### src/rtl/sernet_pkg.sv
package sernet_pkg;
  typedef enum logic [1:0] {
    ST_IDLE  = 2'd0,
    ST_LEAD  = 2'd1,
    ST_DATA  = 2'd2,
    ST_TRAIL = 2'd3
  } tx_state_e;
endpackage

### src/rtl/sernet_tick.sv
// Half-bit tick generator: one tick every half_div+1 cycles while running.
module sernet_tick #(
  parameter int DIV_W = 8
) (
  input  logic             clk,
  input  logic             rst_n,
  input  logic             run,
  input  logic [DIV_W-1:0] half_div,
  output logic             tick
);
  logic [DIV_W-1:0] cnt_q;

  assign tick = run && (cnt_q == half_div);

  always_ff @(posedge clk or negedge rst_n) begin
    if (!rst_n) begin
      cnt_q <= '0;
    end else if (!run || tick) begin
      cnt_q <= '0;
    end else begin
      cnt_q <= cnt_q + 1'b1;
    end
  end
endmodule

### src/rtl/sernet_hold.sv
// Single-entry holding register between the stream input and the shifter.
module sernet_hold #(
  parameter int W = 8
) (
  input  logic         clk,
  input  logic         rst_n,
  input  logic         wr_en,
  input  logic [W-1:0] wr_data,
  input  logic         rd_en,
  output logic         full,
  output logic [W-1:0] data
);
  always_ff @(posedge clk or negedge rst_n) begin
    if (!rst_n) begin
      full <= 1'b0;
      data <= '0;
    end else if (wr_en) begin
      full <= 1'b1;
      data <= wr_data;
    end else if (rd_en) begin
      full <= 1'b0;
    end
  end
endmodule

### src/rtl/sernet_pins.sv
// Maps the frame state onto the three port pins according to the latched mode.
module sernet_pins
  import sernet_pkg::*;
(
  input  tx_state_e st,
  input  logic      mode_q,
  input  logic      half_q,
  input  logic      bit_now,
  input  logic      dm_level,
  output logic      line_out,
  output logic      aux_out,
  output logic      frm_out
);
  logic in_cells;
  logic active;

  assign in_cells = (st == ST_DATA);
  assign active   = (st != ST_IDLE);

  always_comb begin
    if (mode_q) begin
      line_out = in_cells & bit_now;
      aux_out  = in_cells & half_q;
      frm_out  = in_cells;
    end else begin
      line_out = dm_level;
      aux_out  = active;
      frm_out  = 1'b0;
    end
  end
endmodule

### src/rtl/sernet_tx.sv
module sernet_tx
  import sernet_pkg::*;
#(
  parameter int DIV_W  = 8,
  parameter int BYTE_W = 8
) (
  input  logic              clk,
  input  logic              rst_n,
  input  logic              mode_raw,
  input  logic [DIV_W-1:0]  half_div,
  input  logic              in_valid,
  output logic              in_ready,
  input  logic [BYTE_W-1:0] in_data,
  input  logic              in_last,
  output logic              line_out,
  output logic              aux_out,
  output logic              frm_out
);
  localparam int IDX_W = (BYTE_W > 1) ? $clog2(BYTE_W) : 1;
  localparam logic [IDX_W-1:0] LAST_IDX = IDX_W'(BYTE_W - 1);

  tx_state_e         st_q;
  logic              half_q;
  logic [IDX_W-1:0]  idx_q;
  logic [BYTE_W-1:0] sh_q;
  logic              lvl_q;
  logic              closed_q;
  logic              mode_q;
  logic [DIV_W-1:0]  div_q;

  logic              tick;
  logic              accept;
  logic              boundary;
  logic              hold_full;
  logic [BYTE_W-1:0] hold_data;
  logic              bypass;
  logic              have_next;
  logic [BYTE_W-1:0] next_byte;

  assign in_ready = (st_q == ST_IDLE) ||
                    (((st_q == ST_LEAD) || (st_q == ST_DATA)) && !hold_full && !closed_q);
  assign accept    = in_valid && in_ready;
  assign boundary  = tick && (st_q == ST_DATA) && half_q && (idx_q == LAST_IDX);
  assign bypass    = boundary && !hold_full && accept;
  assign have_next = hold_full || bypass;
  assign next_byte = hold_full ? hold_data : in_data;

  sernet_tick #(.DIV_W(DIV_W)) u_tick (
    .clk      (clk),
    .rst_n    (rst_n),
    .run      (st_q != ST_IDLE),
    .half_div (div_q),
    .tick     (tick)
  );

  sernet_hold #(.W(BYTE_W)) u_hold (
    .clk     (clk),
    .rst_n   (rst_n),
    .wr_en   (accept && (st_q != ST_IDLE) && !bypass),
    .wr_data (in_data),
    .rd_en   (boundary && hold_full),
    .full    (hold_full),
    .data    (hold_data)
  );

  always_ff @(posedge clk or negedge rst_n) begin
    if (!rst_n) begin
      st_q     <= ST_IDLE;
      half_q   <= 1'b0;
      idx_q    <= '0;
      sh_q     <= '0;
      lvl_q    <= 1'b0;
      closed_q <= 1'b0;
      mode_q   <= 1'b0;
      div_q    <= '0;
    end else begin
      if (accept && in_last) begin
        closed_q <= 1'b1;
      end
      unique case (st_q)
        ST_IDLE: begin
          if (accept) begin
            sh_q     <= in_data;
            closed_q <= in_last;
            mode_q   <= mode_raw;
            div_q    <= half_div;
            half_q   <= 1'b0;
            idx_q    <= '0;
            st_q     <= mode_raw ? ST_DATA : ST_LEAD;
          end
        end
        ST_LEAD: begin
          if (tick) begin
            if (!half_q) begin
              half_q <= 1'b1;
            end else begin
              half_q <= 1'b0;
              st_q   <= ST_DATA;
              lvl_q  <= lvl_q ^ ~sh_q[0];
            end
          end
        end
        ST_DATA: begin
          if (tick) begin
            if (!half_q) begin
              half_q <= 1'b1;
              lvl_q  <= ~lvl_q;
            end else begin
              half_q <= 1'b0;
              if (idx_q != LAST_IDX) begin
                idx_q <= idx_q + 1'b1;
                sh_q  <= sh_q >> 1;
                lvl_q <= lvl_q ^ ~sh_q[1];
              end else if (have_next) begin
                idx_q <= '0;
                sh_q  <= next_byte;
                lvl_q <= lvl_q ^ ~next_byte[0];
              end else begin
                st_q <= mode_q ? ST_IDLE : ST_TRAIL;
              end
            end
          end
        end
        ST_TRAIL: begin
          if (tick) begin
            if (!half_q) begin
              half_q <= 1'b1;
            end else begin
              half_q <= 1'b0;
              st_q   <= ST_IDLE;
            end
          end
        end
        default: st_q <= ST_IDLE;
      endcase
    end
  end

  sernet_pins u_pins (
    .st       (st_q),
    .mode_q   (mode_q),
    .half_q   (half_q),
    .bit_now  (sh_q[0]),
    .dm_level (lvl_q),
    .line_out (line_out),
    .aux_out  (aux_out),
    .frm_out  (frm_out)
  );
endmodule

### config.mk
export PLATFORM = sky130hd
export DESIGN_NAME = sernet_tx
export DESIGN_NICKNAME = d
export VERILOG_FILES = /design/src/rtl/sernet_pkg.sv /design/src/rtl/sernet_tick.sv /design/src/rtl/sernet_hold.sv /design/src/rtl/sernet_pins.sv /design/src/rtl/sernet_tx.sv
export SDC_FILE = /design/constraint.sdc
export NUM_CORES = 1
export LEC_CHECK = 0
export BUFFER_PORTS_ARGS = -buffer_cell sky130_fd_sc_hd__clkbuf_2
export CORE_ASPECT_RATIO = 0.75
export CORE_MARGIN = 2
export CORE_UTILIZATION = 40
export DETAILED_ROUTE_END_ITERATION = 10
export PLACE_DENSITY = 0.62
export SLEW_MARGIN = 20
export SYNTH_ARGS = -nofsm -noshare
export SYNTH_HDL_FRONTEND = slang
export SYNTH_SLANG_ARGS = --single-unit
### constraint.sdc
create_clock -name clk -period 3.5 [get_ports clk]
set_clock_uncertainty 0.2 [all_clocks]
set_input_delay 0.175 -clock clk [delete_from_list [all_inputs] [get_ports clk]]
set_output_delay 0.175 -clock clk [all_outputs]
set_load 0.05 [all_outputs]
==> flow_metrics.env <==
export IMPL_status="finished clean"
export IMPL_grt_pass1_wl_um=7370
export IMPL_cts_sink_count=42
export IMPL_num_vias=1725
export IMPL_synth_top_area_share=0.456
export IMPL_ant_nets=0
export IMPL_post_dp_cell_area_um2=2490
export IMPL_crit_chain="inv_1 > ha_1 > nand2_1 > o2bb2ai_2 > mux2_2"
export IMPL_yosysSeqAreaShare=0.456
export IMPL_start_util=0.424
export IMPL_vias_per_cell=5.20
export IMPL_syn_nets=242
export IMPL_fin_crit_sh=0.752
export IMPL_pin_count=25
export IMPL_drive_above_1_share=0.261
export IMPL_worst_pin_slew_ns=0.943
export IMPL_drv_cap=0
export IMPL_setup_worst_path_end_class="flop"
export IMPL_synth_enable_flop_cells=0
export IMPL_hold_class="in -> reg"
export IMPL_cts_buffers=5
export IMPL_drt_iter0_drc=47
export IMPL_critical_path_slowest_cell="o2bb2ai_2"
export IMPL_final_cell_area_um2=2770
export IMPL_overflow=0
export IMPL_dieHeight_um=69.8
export IMPL_cts_resized=0
export IMPL_place_hpwl_um=3100
export IMPL_gp_congestion=0.804
export IMPL_synth_top_cell_by_area="dfrtp_1"
export IMPL_crit_fanout=11
export IMPL_slowest_delay_ns=0.62
export IMPL_clkTransAtPathRegs_ns=0.08
export IMPL_cts_setup_buffers=0
export IMPL_syn_area_um2=2310
export IMPL_area_delta_synth_final_pct=20.1
export IMPL_row_count=23
export IMPL_clk_latency_ns=0.29
export IMPL_yosys_register_bits=42
export IMPL_antennaDiodeCount=0
export IMPL_die_width_um=91.7
export IMPL_crit_required_ns=3.47
export IMPL_yosys_area_share_simple=0.135
export IMPL_synth_area_mux_share=0.145
export IMPL_synth_top_family_by_area="multiplexers"
export IMPL_rsz0062_at_grt="false"
export IMPL_synthCells=213
export IMPL_cts_buffer_depth=2
export IMPL_drtPass1Iterations=4
export IMPL_antenna_found_initial=0
export IMPL_synthFlopType="dfrtp_1"
export IMPL_fin_nets=286
export IMPL_final_common_cell="dfrtp_1"
export IMPL_drv_slew=0
export IMPL_ir_worst_vdd_v=0.000309
export IMPL_yosysWarnings=0
export IMPL_relSlewSlack=0.372
export IMPL_grt_max_degree=43
export IMPL_wirelength_um=4420
export IMPL_critical_path_arrival_ns=2.60
export IMPL_timing_setup_tns_ns=0
export IMPL_fin_util=0.509
export IMPL_portBuffers=24
export IMPL_power_density_nw_per_um2=807
export IMPL_mostFrequentLayoutCells="42 x dfrtp_1, 28 x mux2_2, 23 x clkbuf_2, 20 x dlygate4sd3_1"
export IMPL_synthArstFlopShare=1.00
export IMPL_drc_errors=0
export IMPL_grt_total_usage=0.141
export IMPL_static_leakage_power_nw=1.19
export IMPL_htreeDepth=2
export IMPL_routedWlPerCell_um=13.3
export IMPL_ys_top_cells_by_area="dfrtp_1 46%, mux2_2 14%, ha_1 4.3%"
export IMPL_syn_area_per_cell_um2=10.8
export IMPL_fin_crit_ns=2.63
export IMPL_synth_compound_area_frac=0.131
export IMPL_synthXorXnorAreaFrac=0.0569
export IMPL_path_class="reg -> reg"
export IMPL_fill_cells=497
export IMPL_cts_tree="built"
export IMPL_critPathLaunchType="flop"
export IMPL_clockRootBuffer="clkbuf_8"
export IMPL_fmax_mhz=380
export IMPL_synth_cell_types=40
export IMPL_grt_pass1_vias=1557
export IMPL_dieArea_um2=6400
export IMPL_setup_viol=0
export IMPL_synthAdderAreaFrac=0.0434
export IMPL_hold_viol=0
export IMPL_core_area_um2=5440
synthesized netlist by cell type, types with 2 or more instances:
master,count
nor2b_1,2
nand4_1,3
mux2_2,28
o22ai_1,6
nand3b_1,5
nand4_2,2
mux2i_1,2
nand2_1,7
dfrtp_1,42
inv_1,10
nor2_1,13
or3_1,3
xnor2_1,10
xor2_1,5
ha_1,8
and3_1,2
clkbuf_1,6
nand3_1,7
o21ai_0,13
o31ai_1,2
o31a_1,2
o311ai_0,2
nand2b_1,6
a21oi_1,11
power by group:
| part | leakage [nW] | switching (mW) | internal (mW) |
|---|---|---|---|
| Combinational | 0.631 | 0.583 | 0.493 |
| Clock | 0.0438 | 0.162 | 0.134 |
| Sequential | 0.515 | 0.167 | 0.696 |
| Total | 1.19 | 0.912 | 1.32 |
stage by stage:
stage                     hold slack, ns  total power, mW  setup WS [ns]  cells
after global placement             0.207             1.91          0.909    305
after CTS                         0.0353             2.25          0.845    332
after global routing              0.0831             2.41          0.694    332
after detailed placement           0.211             1.92          0.889    305
final                             0.0401             2.23          0.867    332
after floorplan                   -0.321             1.70          0.948    213
sequential cells by signal, summed over array words and instances, names as in the netlist, named ones only:
name / count
st_q: 2
u_tick.cnt_q: 8
mode_q: 1
sh_q: 8
lvl_q: 1
half_q: 1
idx_q: 3
u_hold.data: 8
div_q: 8
u_hold.full: 1
kinds of logic (layout without fill, tap and decap cells):
family,after synthesis,in the layout
and+or+nand+nor,54,54
AOI/OAI and AO/OA,46,46
DFF,42,42
muxes,30,30
buffers and inverters,18,62
xor gates and xnor gates,15,15
adders and majority gates,8,8
metal layers:
layer,routed length [um],up-vias,global-route usage
met5,0,-,0
met4,34,0,0.0448
met3,209,2,0.0272
met2,1920,38,0.205
met1,2260,826,0.211
li1,-,859,-
final cells by class:
class / count / area (um2) / area share
sequential: 42 / 1050 / 0.379
tap: 75 / 93.8 / 0.0339
clock buffer: 5 / 68.8 / 0.0248
timing repair buffer: 45 / 328 / 0.118
inverter: 10 / 37.5 / 0.0136
clock inverter: 2 / 10.0 / 0.00361
multi-input combinational: 153 / 1180 / 0.426
what timing repair did:
action                                  CTS  global route
hold buffers                             20             0
endpoints found under the setup margin    0             0
endpoints found under the hold margin    60             0
worst max-delay path, delay by kind of cell (launching register included):
family / cells / cell delay, ns
mux: 1 / 0.41
simple gates: 1 / 0.39
flops: 1 / 0.43
fa+ha+maj: 1 / 0.34
compound gates: 1 / 0.62
buf+inv: 1 / 0.12
worst paths after layout:
kind / start / to / slack, ns / cells past startpoint
max: st_q[1]$_DFFE_PN0P_ / idx_q[0]$_DFFE_PN0P_ / 0.87 / 5
min: in_valid / half_q$_DFFE_PN0P_ / 0.04 / 4
max reg2reg: st_q[1]$_DFFE_PN0P_ / idx_q[0]$_DFFE_PN0P_ / 0.87 / 5
min reg2reg: u_hold.data[1]$_DFFE_PN0P_ / u_hold.data[1]$_DFFE_PN0P_ / 0.30 / 1
max in group asynchronous: rst_n / u_hold.data[5]$_DFFE_PN0P_ / 2.13 / 2
min in group asynchronous: rst_n / u_tick.cnt_q[2]$_DFF_PN0_ / 0.36 / 2
No activity file was read; power rests on OpenSTA's default activity.
